[config.mk]
export PLATFORM = sky130hd
export DESIGN_NAME = extmem_ctrl
export DESIGN_NICKNAME = d
export VERILOG_FILES = /design/src/rtl/extmem_pkg.sv /design/src/rtl/extmem_cfg_sel.sv /design/src/rtl/extmem_phase_fsm.sv /design/src/rtl/extmem_pin_drv.sv /design/src/rtl/extmem_ctrl.sv
export SDC_FILE = /design/constraint.sdc
export NUM_CORES = 1
export LEC_CHECK = 0
export BUFFER_PORTS_ARGS = -buffer_cell sky130_fd_sc_hd__buf_2
export CORE_UTILIZATION = 50
export CTS_CLUSTER_SIZE = 25
export DETAILED_ROUTE_END_ITERATION = 12
export PLACE_DENSITY = 0.87
export SLEW_MARGIN = 10
export SYNTH_ARGS = -nofsm -noshare
export SYNTH_HDL_FRONTEND = slang
export SYNTH_SLANG_ARGS = --single-unit
[constraint.sdc]
create_clock -name clk_i -period 6 [get_ports clk_i]
set_input_delay 1.8 -clock clk_i [delete_from_list [all_inputs] [get_ports clk_i]]
set_output_delay 1.8 -clock clk_i [all_outputs]
set_load 0.1 [all_outputs]
[src/rtl/extmem_pkg.sv]
`timescale 1ns/1ps
package extmem_pkg;
  localparam int TIM_W   = 32;
  localparam int CTRL_W  = 4;
  localparam int CNT_W   = 8;
  localparam int SET_LSB = 0;
  localparam int SET_W   = 4;
  localparam int HLD_LSB = 4;
  localparam int HLD_W   = 4;
  localparam int DAT_LSB = 8;
  localparam int DAT_W   = 8;
  localparam int TRN_LSB = 16;
  localparam int TRN_W   = 4;
  localparam int CB_MUX  = 0;
  localparam int CB_WIDE = 1;
  localparam int CB_WREN = 2;
  localparam int CB_EXT  = 3;

  typedef enum logic [2:0] {
    PH_IDLE, PH_SETUP, PH_HOLD, PH_DATA, PH_TURN
  } phase_e;

  typedef struct packed {
    logic [CNT_W-1:0] setup;
    logic [CNT_W-1:0] hold;
    logic [CNT_W-1:0] data;
    logic [CNT_W-1:0] turn;
    logic             mux;
    logic             wide;
    logic             wr_allow;
  } acc_cfg_t;

  function automatic logic [CNT_W-1:0] at_least_one(input logic [CNT_W-1:0] v);
    return (v == '0) ? CNT_W'(1) : v;
  endfunction
endpackage

[src/rtl/extmem_cfg_sel.sv]
`timescale 1ns/1ps
module extmem_cfg_sel
  import extmem_pkg::*;
(
  input  logic              clk_i,
  input  logic              rst_ni,
  input  logic              load_i,
  input  logic              we_i,
  input  logic [CTRL_W-1:0] ctrl_i,
  input  logic [TIM_W-1:0]  rd_tim_i,
  input  logic [TIM_W-1:0]  wr_tim_i,
  output acc_cfg_t          cfg_o
);
  logic [TIM_W-1:0] tim;
  acc_cfg_t         cfg_d, cfg_q;
  logic             unused_bits;

  assign unused_bits = ^{rd_tim_i[TIM_W-1:TRN_LSB+TRN_W], wr_tim_i[TIM_W-1:DAT_LSB+DAT_W]};

  always_comb begin
    tim            = (ctrl_i[CB_EXT] && we_i) ? wr_tim_i : rd_tim_i;
    cfg_d.setup    = at_least_one(CNT_W'(tim[SET_LSB +: SET_W]));
    cfg_d.hold     = at_least_one(CNT_W'(tim[HLD_LSB +: HLD_W]));
    cfg_d.data     = at_least_one(CNT_W'(tim[DAT_LSB +: DAT_W]));
    // bus turnaround only follows reads
    cfg_d.turn     = we_i ? '0 : CNT_W'(rd_tim_i[TRN_LSB +: TRN_W]);
    cfg_d.mux      = ctrl_i[CB_MUX];
    cfg_d.wide     = ctrl_i[CB_WIDE];
    cfg_d.wr_allow = ctrl_i[CB_WREN];
  end

  always_ff @(posedge clk_i or negedge rst_ni) begin
    if (!rst_ni) begin
      cfg_q <= '{setup: CNT_W'(1), hold: CNT_W'(1), data: CNT_W'(1),
                 turn: '0, mux: 1'b0, wide: 1'b1, wr_allow: 1'b0};
    end else if (load_i) begin
      cfg_q <= cfg_d;
    end
  end

  assign cfg_o = cfg_q;

  p_cfg_frozen_r10: assert property (@(posedge clk_i) disable iff (!rst_ni)
    !load_i |=> $stable(cfg_q));
  p_len_nonzero_r2: assert property (@(posedge clk_i) disable iff (!rst_ni)
    (cfg_q.setup != '0) && (cfg_q.data != '0) && (cfg_q.hold != '0));
endmodule

[src/rtl/extmem_phase_fsm.sv]
`timescale 1ns/1ps
module extmem_phase_fsm
  import extmem_pkg::*;
(
  input  logic     clk_i,
  input  logic     rst_ni,
  input  logic     req_i,
  input  acc_cfg_t cfg_i,
  output phase_e   phase_o,
  output logic     accept_o,
  output logic     done_o
);
  phase_e           ph_q, ph_d;
  logic [CNT_W-1:0] cnt_q, cur_len;
  logic             last;

  always_comb begin
    unique case (ph_q)
      PH_SETUP: cur_len = cfg_i.setup;
      PH_HOLD:  cur_len = cfg_i.hold;
      PH_DATA:  cur_len = cfg_i.data;
      PH_TURN:  cur_len = cfg_i.turn;
      default:  cur_len = CNT_W'(1);
    endcase
  end

  assign last     = (cnt_q == cur_len - CNT_W'(1));
  assign accept_o = (ph_q == PH_IDLE) && req_i;
  assign done_o   = (ph_q == PH_DATA) && last;

  always_comb begin
    ph_d = ph_q;
    unique case (ph_q)
      PH_IDLE:  if (req_i) ph_d = PH_SETUP;
      PH_SETUP: if (last) ph_d = cfg_i.mux ? PH_HOLD : PH_DATA;
      PH_HOLD:  if (last) ph_d = PH_DATA;
      PH_DATA:  if (last) ph_d = (cfg_i.turn != '0) ? PH_TURN : PH_IDLE;
      PH_TURN:  if (last) ph_d = PH_IDLE;
      default:  ph_d = PH_IDLE;
    endcase
  end

  always_ff @(posedge clk_i or negedge rst_ni) begin
    if (!rst_ni) begin
      ph_q  <= PH_IDLE;
      cnt_q <= '0;
    end else begin
      ph_q  <= ph_d;
      cnt_q <= (ph_d != ph_q || ph_q == PH_IDLE) ? '0 : cnt_q + CNT_W'(1);
    end
  end

  assign phase_o = ph_q;

  p_hold_mux_only_r3: assert property (@(posedge clk_i) disable iff (!rst_ni)
    (ph_q == PH_HOLD) |-> cfg_i.mux);
  p_turn_after_read_r7: assert property (@(posedge clk_i) disable iff (!rst_ni)
    (ph_q == PH_TURN) |-> ($past(ph_q) == PH_DATA || $past(ph_q) == PH_TURN));
  p_cnt_in_range_r2: assert property (@(posedge clk_i) disable iff (!rst_ni)
    (ph_q != PH_IDLE) |-> (cnt_q < cur_len));
endmodule

[src/rtl/extmem_pin_drv.sv]
`timescale 1ns/1ps
module extmem_pin_drv
  import extmem_pkg::*;
#(
  parameter int AW = 16,
  parameter int DW = 16
) (
  input  logic          clk_i,
  input  logic          rst_ni,
  input  phase_e        phase_i,
  input  logic          accept_i,
  input  logic          done_i,
  input  acc_cfg_t      cfg_i,
  input  logic          we_i,
  input  logic [AW-1:0] addr_i,
  input  logic [DW-1:0] wdata_i,
  input  logic [DW-1:0] dq_i,
  output logic          ready_o,
  output logic [DW-1:0] rdata_o,
  output logic          ce_no,
  output logic          oe_no,
  output logic          we_no,
  output logic          adv_no,
  output logic [AW-1:0] addr_o,
  output logic [DW-1:0] dq_o,
  output logic          dq_oe_o
);
  localparam int NW = DW / 2;

  logic          we_q, ready_q, addr_ph;
  logic [AW-1:0] addr_q;
  logic [DW-1:0] wdata_q, rdata_q, wfmt, rfmt;

  always_ff @(posedge clk_i or negedge rst_ni) begin
    if (!rst_ni) begin
      we_q    <= 1'b0;
      addr_q  <= '0;
      wdata_q <= '0;
      rdata_q <= '0;
      ready_q <= 1'b0;
    end else begin
      if (accept_i) begin
        we_q    <= we_i;
        addr_q  <= addr_i;
        wdata_q <= wdata_i;
      end
      if (done_i && !we_q) rdata_q <= rfmt;
      ready_q <= done_i;
    end
  end

  assign wfmt    = cfg_i.wide ? wdata_q : {{(DW-NW){1'b0}}, wdata_q[NW-1:0]};
  assign rfmt    = cfg_i.wide ? dq_i : {{(DW-NW){1'b0}}, dq_i[NW-1:0]};
  assign addr_ph = cfg_i.mux && (phase_i == PH_SETUP || phase_i == PH_HOLD);

  assign ce_no   = !(phase_i == PH_SETUP || phase_i == PH_HOLD || phase_i == PH_DATA);
  assign adv_no  = !(phase_i == PH_SETUP);
  assign oe_no   = !(phase_i == PH_DATA && !we_q);
  assign we_no   = !(phase_i == PH_DATA && we_q && cfg_i.wr_allow);
  assign dq_oe_o = addr_ph || !we_no;
  assign dq_o    = addr_ph ? DW'(addr_q) : wfmt;
  assign addr_o  = addr_q;
  assign ready_o = ready_q;
  assign rdata_o = rdata_q;

  p_strobe_excl_r5: assert property (@(posedge clk_i) disable iff (!rst_ni)
    !we_no |-> (oe_no && !ce_no));
  p_no_drive_on_read_r2: assert property (@(posedge clk_i) disable iff (!rst_ni)
    !oe_no |-> !dq_oe_o);
  p_ready_single_r4: assert property (@(posedge clk_i) disable iff (!rst_ni)
    ready_o |=> !ready_o);
  p_blocked_write_r6: assert property (@(posedge clk_i) disable iff (!rst_ni)
    !we_no |-> cfg_i.wr_allow);
  p_ready_after_ce_r7: assert property (@(posedge clk_i) disable iff (!rst_ni)
    ready_o |-> ce_no);
endmodule

[src/rtl/extmem_ctrl.sv]
`timescale 1ns/1ps
module extmem_ctrl
  import extmem_pkg::*;
#(
  parameter int AW = 16,
  parameter int DW = 16
) (
  input  logic              clk_i,
  input  logic              rst_ni,
  input  logic [CTRL_W-1:0] ctrl_i,
  input  logic [TIM_W-1:0]  rd_tim_i,
  input  logic [TIM_W-1:0]  wr_tim_i,
  input  logic              req_i,
  input  logic              we_i,
  input  logic [AW-1:0]     addr_i,
  input  logic [DW-1:0]     wdata_i,
  output logic              ready_o,
  output logic [DW-1:0]     rdata_o,
  output logic              mem_ce_no,
  output logic              mem_oe_no,
  output logic              mem_we_no,
  output logic              mem_adv_no,
  output logic [AW-1:0]     mem_addr_o,
  output logic [DW-1:0]     mem_dq_o,
  output logic              mem_dq_oe_o,
  input  logic [DW-1:0]     mem_dq_i
);
  acc_cfg_t cfg;
  phase_e   phase;
  logic     accept, done;

  extmem_cfg_sel u_cfg (
    .clk_i    (clk_i),
    .rst_ni   (rst_ni),
    .load_i   (accept),
    .we_i     (we_i),
    .ctrl_i   (ctrl_i),
    .rd_tim_i (rd_tim_i),
    .wr_tim_i (wr_tim_i),
    .cfg_o    (cfg)
  );

  extmem_phase_fsm u_fsm (
    .clk_i    (clk_i),
    .rst_ni   (rst_ni),
    .req_i    (req_i),
    .cfg_i    (cfg),
    .phase_o  (phase),
    .accept_o (accept),
    .done_o   (done)
  );

  extmem_pin_drv #(.AW(AW), .DW(DW)) u_pins (
    .clk_i    (clk_i),
    .rst_ni   (rst_ni),
    .phase_i  (phase),
    .accept_i (accept),
    .done_i   (done),
    .cfg_i    (cfg),
    .we_i     (we_i),
    .addr_i   (addr_i),
    .wdata_i  (wdata_i),
    .dq_i     (mem_dq_i),
    .ready_o  (ready_o),
    .rdata_o  (rdata_o),
    .ce_no    (mem_ce_no),
    .oe_no    (mem_oe_no),
    .we_no    (mem_we_no),
    .adv_no   (mem_adv_no),
    .addr_o   (mem_addr_o),
    .dq_o     (mem_dq_o),
    .dq_oe_o  (mem_dq_oe_o)
  );

  p_reset_idle_r1: assert property (@(posedge clk_i) disable iff (!rst_ni)
    (mem_ce_no && $past(mem_ce_no) && !$past(accept)) |-> (mem_oe_no && mem_we_no && mem_adv_no));
endmodule

---- Word level (Yosys, flattened, before mapping) ----
Index checks and enable logic that the tools add are counted.
operators by class
  divide/modulo/power cells ............... 0
  reduce and logical (&&, ||, !) cells .... 22
  shifts and indexed selects .............. 0
  add/sub/neg operators ................... 2
  multiplexer cells ....................... 18
  $lt $le $gt $ge ......................... 0
  bitwise gates (word level) .............. 0
  eq/ne operators ......................... 6
  multipliers ............................. 0
operators by type and width
  operator               count
  $mux W16               4
  $pmux W8 S4            1
  $mux W3                6
  $mux W8                2
  $pmux W3 S5            1
  $mux W4                3
  $add A8 B1 Y8 const B  1
  $eq A8 B8 Y1           1
  $logic_and A1 B1 Y1    8
  $logic_not A4 Y1       2
  $logic_not A8 Y1       1
  $reduce_bool A8 Y1     1
  $sub A8 B1 Y8 const B  1
  $eq A3 B2 Y1 const B   2
  $logic_not A1 Y1       5
  $logic_or A1 B1 Y1     4
  $eq A3 B1 Y1 const B   1
  $eq A3 B3 Y1 const B   1
  $logic_not A3 Y1       1
  $ne A3 B3 Y1           1
  $mux W1                1
storage, ports and cells
  ROM bits ................................ 0
  memories ................................ 0
  register bits ........................... 96
  latch bits .............................. 0
  input bits .............................. 120
  memory bits (writable) .................. 0
  output and inout bits ................... 54

---- Longest topological paths before layout ----
Gate-level depths: netlist (run 1).
  depth in word-level cells ............... 9
  gate-level depth with buffers ........... 15

---- By module ----
From an unflattened synthesis (run 1), not the netlist that was laid out.
second synthesis, totals
  cell total of the unflattened synthesis .. 416
  area, all modules ....................... 4445.5 µm²
by module, submodules not included
  module            area an instance (µm²)  seq. area each (µm²)  cells an instance  instances
  extmem_pin_drv    2145.8                  1251.2                174                1
  extmem_cfg_sel    1201.2                  580.6                 120                1
  extmem_phase_fsm  1098.6                  275.3                 122                1

---- Worst setup path after synthesis (run 1) ----
OpenSTA, ideal clock, no wires.
  kind .................................... flip-flop to output port
  start ................................... reg u_fsm.ph_q[0] (netlist: u_fsm.phase_o[0])
  end ..................................... out mem_dq_oe_o
  buffers on the path ..................... 2
  data arrival time ....................... 2.718 ns
  slack ................................... 1.482 ns
  stages on the path, launching flop included .. 6
  cells stage by stage .................... dfrtp_1 -> and3b_1 -> buf_2 -> buf_2 -> nand3_1 -> nand2_1
on the way
  word-level cells in the longest chain between the ends .. 4
  elaborated cells on any way between the ends .. 8
ends and longest elaborated chain
  element                                                           line                                        source
  start, declared                                                   extmem_phase_fsm.sv:13                      phase_e ph_q, ph_d;
  start signal, assigned                                            extmem_phase_fsm.sv:48                      ph_q <= ph_d;
  $eq A3 B1 Y1, or another cell as far along                        extmem_pin_drv.sv:54                        assign addr_ph = cfg_i.mux && (phase_i == PH_SETUP || phase_i == PH_HOLD);
  $logic_or A1 B1 Y1 / $logic_and A1 B1 Y1 (equally long branches)  extmem_pin_drv.sv:54, extmem_pin_drv.sv:59
  $logic_and A1 B1 Y1 (on tied branches)                            extmem_pin_drv.sv:54, extmem_pin_drv.sv:59
  $logic_or A1 B1 Y1 *                                              extmem_pin_drv.sv:60                        assign dq_oe_o = addr_ph || !we_no;
  end, declared                                                     extmem_ctrl.sv:25                           output logic mem_dq_oe_o,
Every way passes the cells marked *; elsewhere a longest branch is shown, timed or not.

---- Final worst setup path (run 1) ----
  start ................................... reg u_fsm.ph_q[1] (netlist: u_fsm.phase_o[1])
  end ..................................... out mem_dq_o[9]
on the way
  word-level cells in the longest chain between the ends .. 4
  elaborated cells on any way between the ends .. 5
ends and longest elaborated chain
  element                                              line                  source
  $eq A3 B1 Y1 / $eq A3 B2 Y1 (equally long branches)  extmem_pin_drv.sv:54
  $logic_or A1 B1 Y1 *                                 extmem_pin_drv.sv:54
  $logic_and A1 B1 Y1 *                                extmem_pin_drv.sv:54
  $mux W16 *                                           extmem_pin_drv.sv:61  assign dq_o = addr_ph ? DW'(addr_q) : wfmt;
  end, declared                                        extmem_ctrl.sv:24     output logic [DW-1:0] mem_dq_o,
Marks and branches as above.

==> impl_metrics.ini, run 1 <==
[sta]
worst_pin_slew_ns = 1.062
hold_ws_ns = 0.4613
max_freq_ghz = 0.2128
rsz0062_at_grt = no
setup_violations = 0
tns_ns = 0
finalCritPeriodShare_pct = 78.34
min_period_ns = 4.700
hold_viol_final = 0
clock_skew_ns = 0.01458
drv_slew = 0
slew-limit-headroom_pct = 28.86

[worst_setup_path]
crit_path_start_kind = flop
critPathMaxFanout = 20
crit_chain = xor2_1 > nor3b_2 > nand2_1 > nand2_1 > buf_2
cp.required_ns = 4.20
end_kind = output port
critPathMaxStageDelay_ns = 0.89
slowest_stage = nor3b_2
criticalPathCategory = reg2out
path_buf_inv = 1
crit_top_cell = nand2_1
arrival_ns = 2.90
cp_top_family = simple AND/OR/NAND/NOR gates

[synth]
synth_top_family_by_area = simple AND/OR/NAND/NOR gates
async_flop_share_pct = 100.0
synth_top_area_share_pct = 45.55
ys_types = 59
synth-simple-area-share_pct = 28.32
ys_warn_count = 0
netlist_top_cells_area = dfrtp_1 (46%), nand2_1 (15%), mux2i_1 (5.5%), nor2_1 (3.0%), a21oi_1 (2.5%)
syn-num-nets = 633
synth-main-ff-cell = dfrtp_1
syn-cell-area_sq_um = 4395
yosys.area_share.xor_xnor_pct = 2.790
muxShareOfSynthArea_pct = 7.515
yosys.area.top_type = dfrtp_1
synth_area_per_cell_sq_um = 8.602
synthAdderAreaFrac_pct = 0.5693
synth-edff-count = 0
syn_inst = 511
synth_seq_cells = 84
synth_compound_area_share_pct = 8.767
yosysSeqAreaShare_pct = 47.94

[routing]
wl_per_cell_microns = 14.51
drc = 0
dr_total_vias = 4119
dr.pass1.iters = 6
wl_microns = 10920
ant_nets = 0
drt_iter0_markers = 274
routed_via_density = 5.477

[clock_network]
htreeDepth = 3
cts_tree = done
cts_setup_buffers = 0
cts_root_buf = clkbuf_8
clk_path_buf_depth = 2
clkTransAtPathRegs_ns = 0.08
ctsHoldBuffers = 0
cts_sinks = 84
cts_inserted_buffers = 9
cts_resized = 0
clock_latency_ns = 0.35

[cells_and_area]
syn_to_final_growth_pct = 23.54
final_common_cell = nand2_1
drive_gt1_share_pct = 27.36
num-nets-final = 764
num_antenna_cells = 0
instances_no_fill = 752
final_cell_mix = nand2_1 (178), buf_2 (144), dfrtp_1 (80)
fillers = 715

[die]
dieArea_sq_um = 9170
die_y_microns = 95.76
io_pins = 174
rows = 33
coreArea_sq_um = 8382
start_util_pct = 52.44
die_w_microns = 95.76

[global_routing]
grt_overflow = 0
grt.total_usage_pct = 25.87
antenna_found_initial = 0
grt_start_max_net_pins = 85
grt_pass1_wl_microns = 18150
grt_pass1_vias = 4065

[placed_design]
post-place-cells = 736
hpwl_microns = 7821
place.gp.congestion = 0.8226
port_buffers = 145

[worst_hold_path]
hold_path.class = reg2reg

[run]
maxCapViolations = 0

[status]
outcome = completed
sequential cells by signal, summed over array words and instances, names as in the netlist:
signal / count
u_cfg.cfg_o: 23
u_pins.addr_o: 16
u_pins.rdata_o: 16
u_pins.wdata_q: 16
u_fsm.cnt_q: 8
u_fsm.phase_o: 3
u_pins.ready_o: 1
u_pins.we_q: 1
area by class of cell:
| type | instances | area [sq um] | share of cell area (%) |
|---|---|---|---|
| repair buffers | 148 | 750.7 | 13.82 |
| clock buffers | 10 | 127.6 | 2.350 |
| clock inverters | 6 | 137.6 | 2.535 |
| inverters | 15 | 56.30 | 1.037 |
| flip-flops and latches | 84 | 2107 | 38.80 |
| multi-input cells | 384 | 2120 | 39.03 |
| well taps | 105 | 131.4 | 2.419 |
worst register-to-register path, cell delays in order (launching register included):
cell and delay [ns]:
dfrtp_1 0.70, and3b_1 0.45, a221oi_1 0.51, ha_1 0.27, inv_1 0.05, a221o_1 0.29, nor3_2 0.22, o2111ai_1 0.20
nor4b_2 0.27, o211ai_2 0.28, nor2_4 0.50, mux2_1 0.38
layer usage:
metal | vias to the layer above | wire [microns] | global-route usage [%] | part of all wire (%)
met4 | 0 | 294 | 10.07 | 2.7
met5 | - | 0 | 0 | 0
met1 | 1939 | 4403 | 29.60 | 40
met2 | 178 | 5515 | 45.12 | 51
met3 | 30 | 702 | 8.057 | 6.4
li1 | 1972 | - | - | -
Yosys cell counts, types with 3 or more instances:
| cell | number |
|---|---|
| and3_1 | 4 |
| xnor2_1 | 6 |
| nor2_1 | 35 |
| nor3_1 | 8 |
| mux2_1 | 8 |
| o21ai_0 | 9 |
| nand3b_1 | 11 |
| inv_1 | 14 |
| nand4_1 | 3 |
| dfrtp_1 | 80 |
| clkbuf_1 | 19 |
| nand2_1 | 178 |
| nor4bb_1 | 3 |
| xor2_1 | 8 |
| mux2i_1 | 24 |
| nand3_1 | 15 |
| a21oi_1 | 22 |
| nand2b_1 | 4 |
| dfstp_2 | 4 |
| buf_2 | 6 |
| a31oi_1 | 3 |
final timing paths:
check	slack, ns	startpoint	depth (start not counted)	to
min	0.46	u_cfg.cfg_o[27]$_DFFE_PN1P_	2	u_cfg.cfg_o[27]$_DFFE_PN1P_
max	1.30	u_fsm.phase_o[1]$_DFF_PN0_	5	mem_dq_o[9]
min reg2reg	0.46	u_cfg.cfg_o[27]$_DFFE_PN1P_	2	u_cfg.cfg_o[27]$_DFFE_PN1P_
max reg2reg	1.76	u_fsm.phase_o[2]$_DFF_PN0_	11	u_pins.rdata_o[6]$_DFFE_PN0P_
min in group asynchronous	1.62	rst_ni	1	u_cfg.cfg_o[16]$_DFFE_PN0P_
max in group asynchronous	3.70	rst_ni	1	u_pins.rdata_o[5]$_DFFE_PN0P_
stage by stage:
stage,area [sq um],util [%],setup slack (ns)
2_1_floorplan,4395,-,1.482
3_3_place_gp,5165,61.62,1.817
3_5_place_dp,5165,61.62,1.698
4_1_cts,5430,64.79,1.290
5_1_grt,5430,64.79,1.057
6_report,5430,64.79,1.300
cells by family (layout without fill, tap and decap cells):
kind of cell | after synthesis | after routing
AO/OA/AOI/OAI | 58 | 58
buffers and inverters | 43 | 179
multiplexers | 32 | 32
XOR/XNOR | 14 | 14
adder cells (fa/ha/maj) | 2 | 2
flip-flops | 84 | 84
AND/OR/NAND/NOR | 278 | 278
Power of run 1 is left out: the tool's default activity adds up to more than one toggle a clock period on the data nets, which glitch-free logic cannot reach.
==> run 2: changes to the inputs <==
CORE_UTILIZATION = 49   (was 50)
PLACE_DENSITY = 0.86   (was 0.87)
clock period = 4.91 ns   (was 6 ns; I/O delays follow)
==> run 2 against run 1 <==
Utilization down 3.3 points. Clock skew fell by 0.0033 ns. Clock-buffer cell count increased by 2. Critical path type is now reg2reg. Highest routed layer unchanged.
==> impl_metrics.ini, run 2 (synthesis gave the netlist of run 1 again) <==
[status]
outcome = completed

[routing]
ant_nets = 0
dr.pass1.iters = 4
drc = 0
routed_via_density = 5.339
drt_iter0_markers = 240
wl_microns = 10080
wl_per_cell_microns = 13.33
dr_total_vias = 4036

[clock_network]
clock_latency_ns = 0.36
cts_inserted_buffers = 9
cts_sinks = 84
htreeDepth = 3
clk_path_buf_depth = 2
clkTransAtPathRegs_ns = 0.09
cts_resized = 0
cts_tree = done
cts_root_buf = clkbuf_8
ctsHoldBuffers = 0
cts_setup_buffers = 0

[run]
maxCapViolations = 0

[global_routing]
grt_start_max_net_pins = 85
grt_pass1_wl_microns = 16850
grt.total_usage_pct = 21.81
met3_usage_pct = 6.142
grt_overflow = 0
grtUsageMet1_pct = 27.52
grt_pass1_vias = 3781
met2_usage_pct = 35.27
top_usage_layer = met2
antenna_found_initial = 0

[cells_and_area]
syn_to_final_growth_pct = 22.00
fillers = 747
num_antenna_cells = 0
final_common_cell = nand2_1
largest_register_ffs = 23
final_cell_mix = nand2_1 (178), buf_2 (144), dfrtp_1 (80)
drive_gt1_share_pct = 27.16
num-nets-final = 765

[worst_setup_path]
arrival_ns = 4.51
criticalPathCategory = reg2reg
crit_path_start_kind = flop
end_kind = flop
cp.required_ns = 5.14
critPathMaxFanout = 20

[sta]
setup_violations = 0
tns_ns = 0
clock_skew_ns = 0.01130
min_period_ns = 4.281
drv_slew = 0
finalCritPeriodShare_pct = 87.19
rsz0062_at_grt = no
hold_viol_final = 0
slew-limit-headroom_pct = 30.94
worst_pin_slew_ns = 1.036
max_freq_ghz = 0.2336

[die]
coreArea_sq_um = 8721
io_pins = 174
start_util_pct = 50.40
rows = 34
dieArea_sq_um = 9353
die_w_microns = 96.71
die_y_microns = 96.71

[placed_design]
place.gp.congestion = 0.9170
port_buffers = 145
hpwl_microns = 7205

[worst_hold_path]
hold_path.class = reg2reg
==> run 2: changes by cell type in the layout (fill, tap and decap cells not counted), sizes merged <==
cell / before / now
buf: 148 / 149
clkbuf: 10 / 12
clkinvlp: 0 / 1
bufinv: 4 / 1
==> run 2: per-stage QoR <==
stage	instances	util, %	setup WS, ns	hold WS, ns	area, sq um
6_report	756	61.49	0.6288	0.4613	5363
5_1_grt	756	61.49	0.3372	0.4874	5363
4_1_cts	756	61.49	0.6335	0.4653	5363
3_5_place_dp	740	59.35	0.6913	0.4517	5176
3_3_place_gp	740	59.35	0.8677	0.4503	5176
2_1_floorplan	511	-	0.7194	0.4356	4395
==> run 2: final timing paths <==
path / from / end / slack (ns) / cells after the start
setup / recovery: u_fsm.phase_o[2]$_DFF_PN0_ / u_pins.rdata_o[2]$_DFFE_PN0P_ / 0.63 / 11
hold / removal: u_cfg.cfg_o[19]$_DFFE_PN1P_ / u_cfg.cfg_o[19]$_DFFE_PN1P_ / 0.46 / 2
setup reg to reg: u_fsm.phase_o[2]$_DFF_PN0_ / u_pins.rdata_o[2]$_DFFE_PN0P_ / 0.63 / 11
hold reg to reg: u_cfg.cfg_o[19]$_DFFE_PN1P_ / u_cfg.cfg_o[19]$_DFFE_PN1P_ / 0.46 / 2
max in group asynchronous: rst_ni / u_pins.addr_o[7]$_DFFE_PN0P_ / 2.95 / 1
min in group asynchronous: rst_ni / u_cfg.cfg_o[21]$_DFFE_PN0P_ / 1.28 / 1
==> run 2: critical path: stages (launching register included) <==
cell and delay (ns):
dfrtp_1 0.72, and3b_1 0.45, a221oi_1 0.54, ha_1 0.27, inv_1 0.05, a221o_1 0.29, nor3_2 0.21, o2111ai_1 0.18
nor4b_2 0.26, o211ai_2 0.29, nor2_4 0.51, mux2_1 0.38
==> run 2: area by class of cell <==
| type | count | area, sq um | area share, % |
|---|---|---|---|
| Clock buffer | 12 | 135.1 | 2.520 |
| Clock inverter | 4 | 51.30 | 0.9566 |
| Inverter | 15 | 56.30 | 1.050 |
| Multi-Input combinational cell | 384 | 2120 | 39.52 |
| Sequential cell | 84 | 2107 | 39.29 |
| Tap cell | 108 | 135.1 | 2.520 |
| Timing Repair Buffer | 149 | 758.2 | 14.14 |
==> run 2: layer usage <==
metal | wire, microns | vias up | share of wire [%]
met5 | 0 | - | 0
met4 | 234 | 0 | 2.3
met3 | 650 | 23 | 6.4
met2 | 4829 | 153 | 48
met1 | 4363 | 1889 | 43
li1 | - | 1971 | -
Power of run 2 is left out for the same reason.
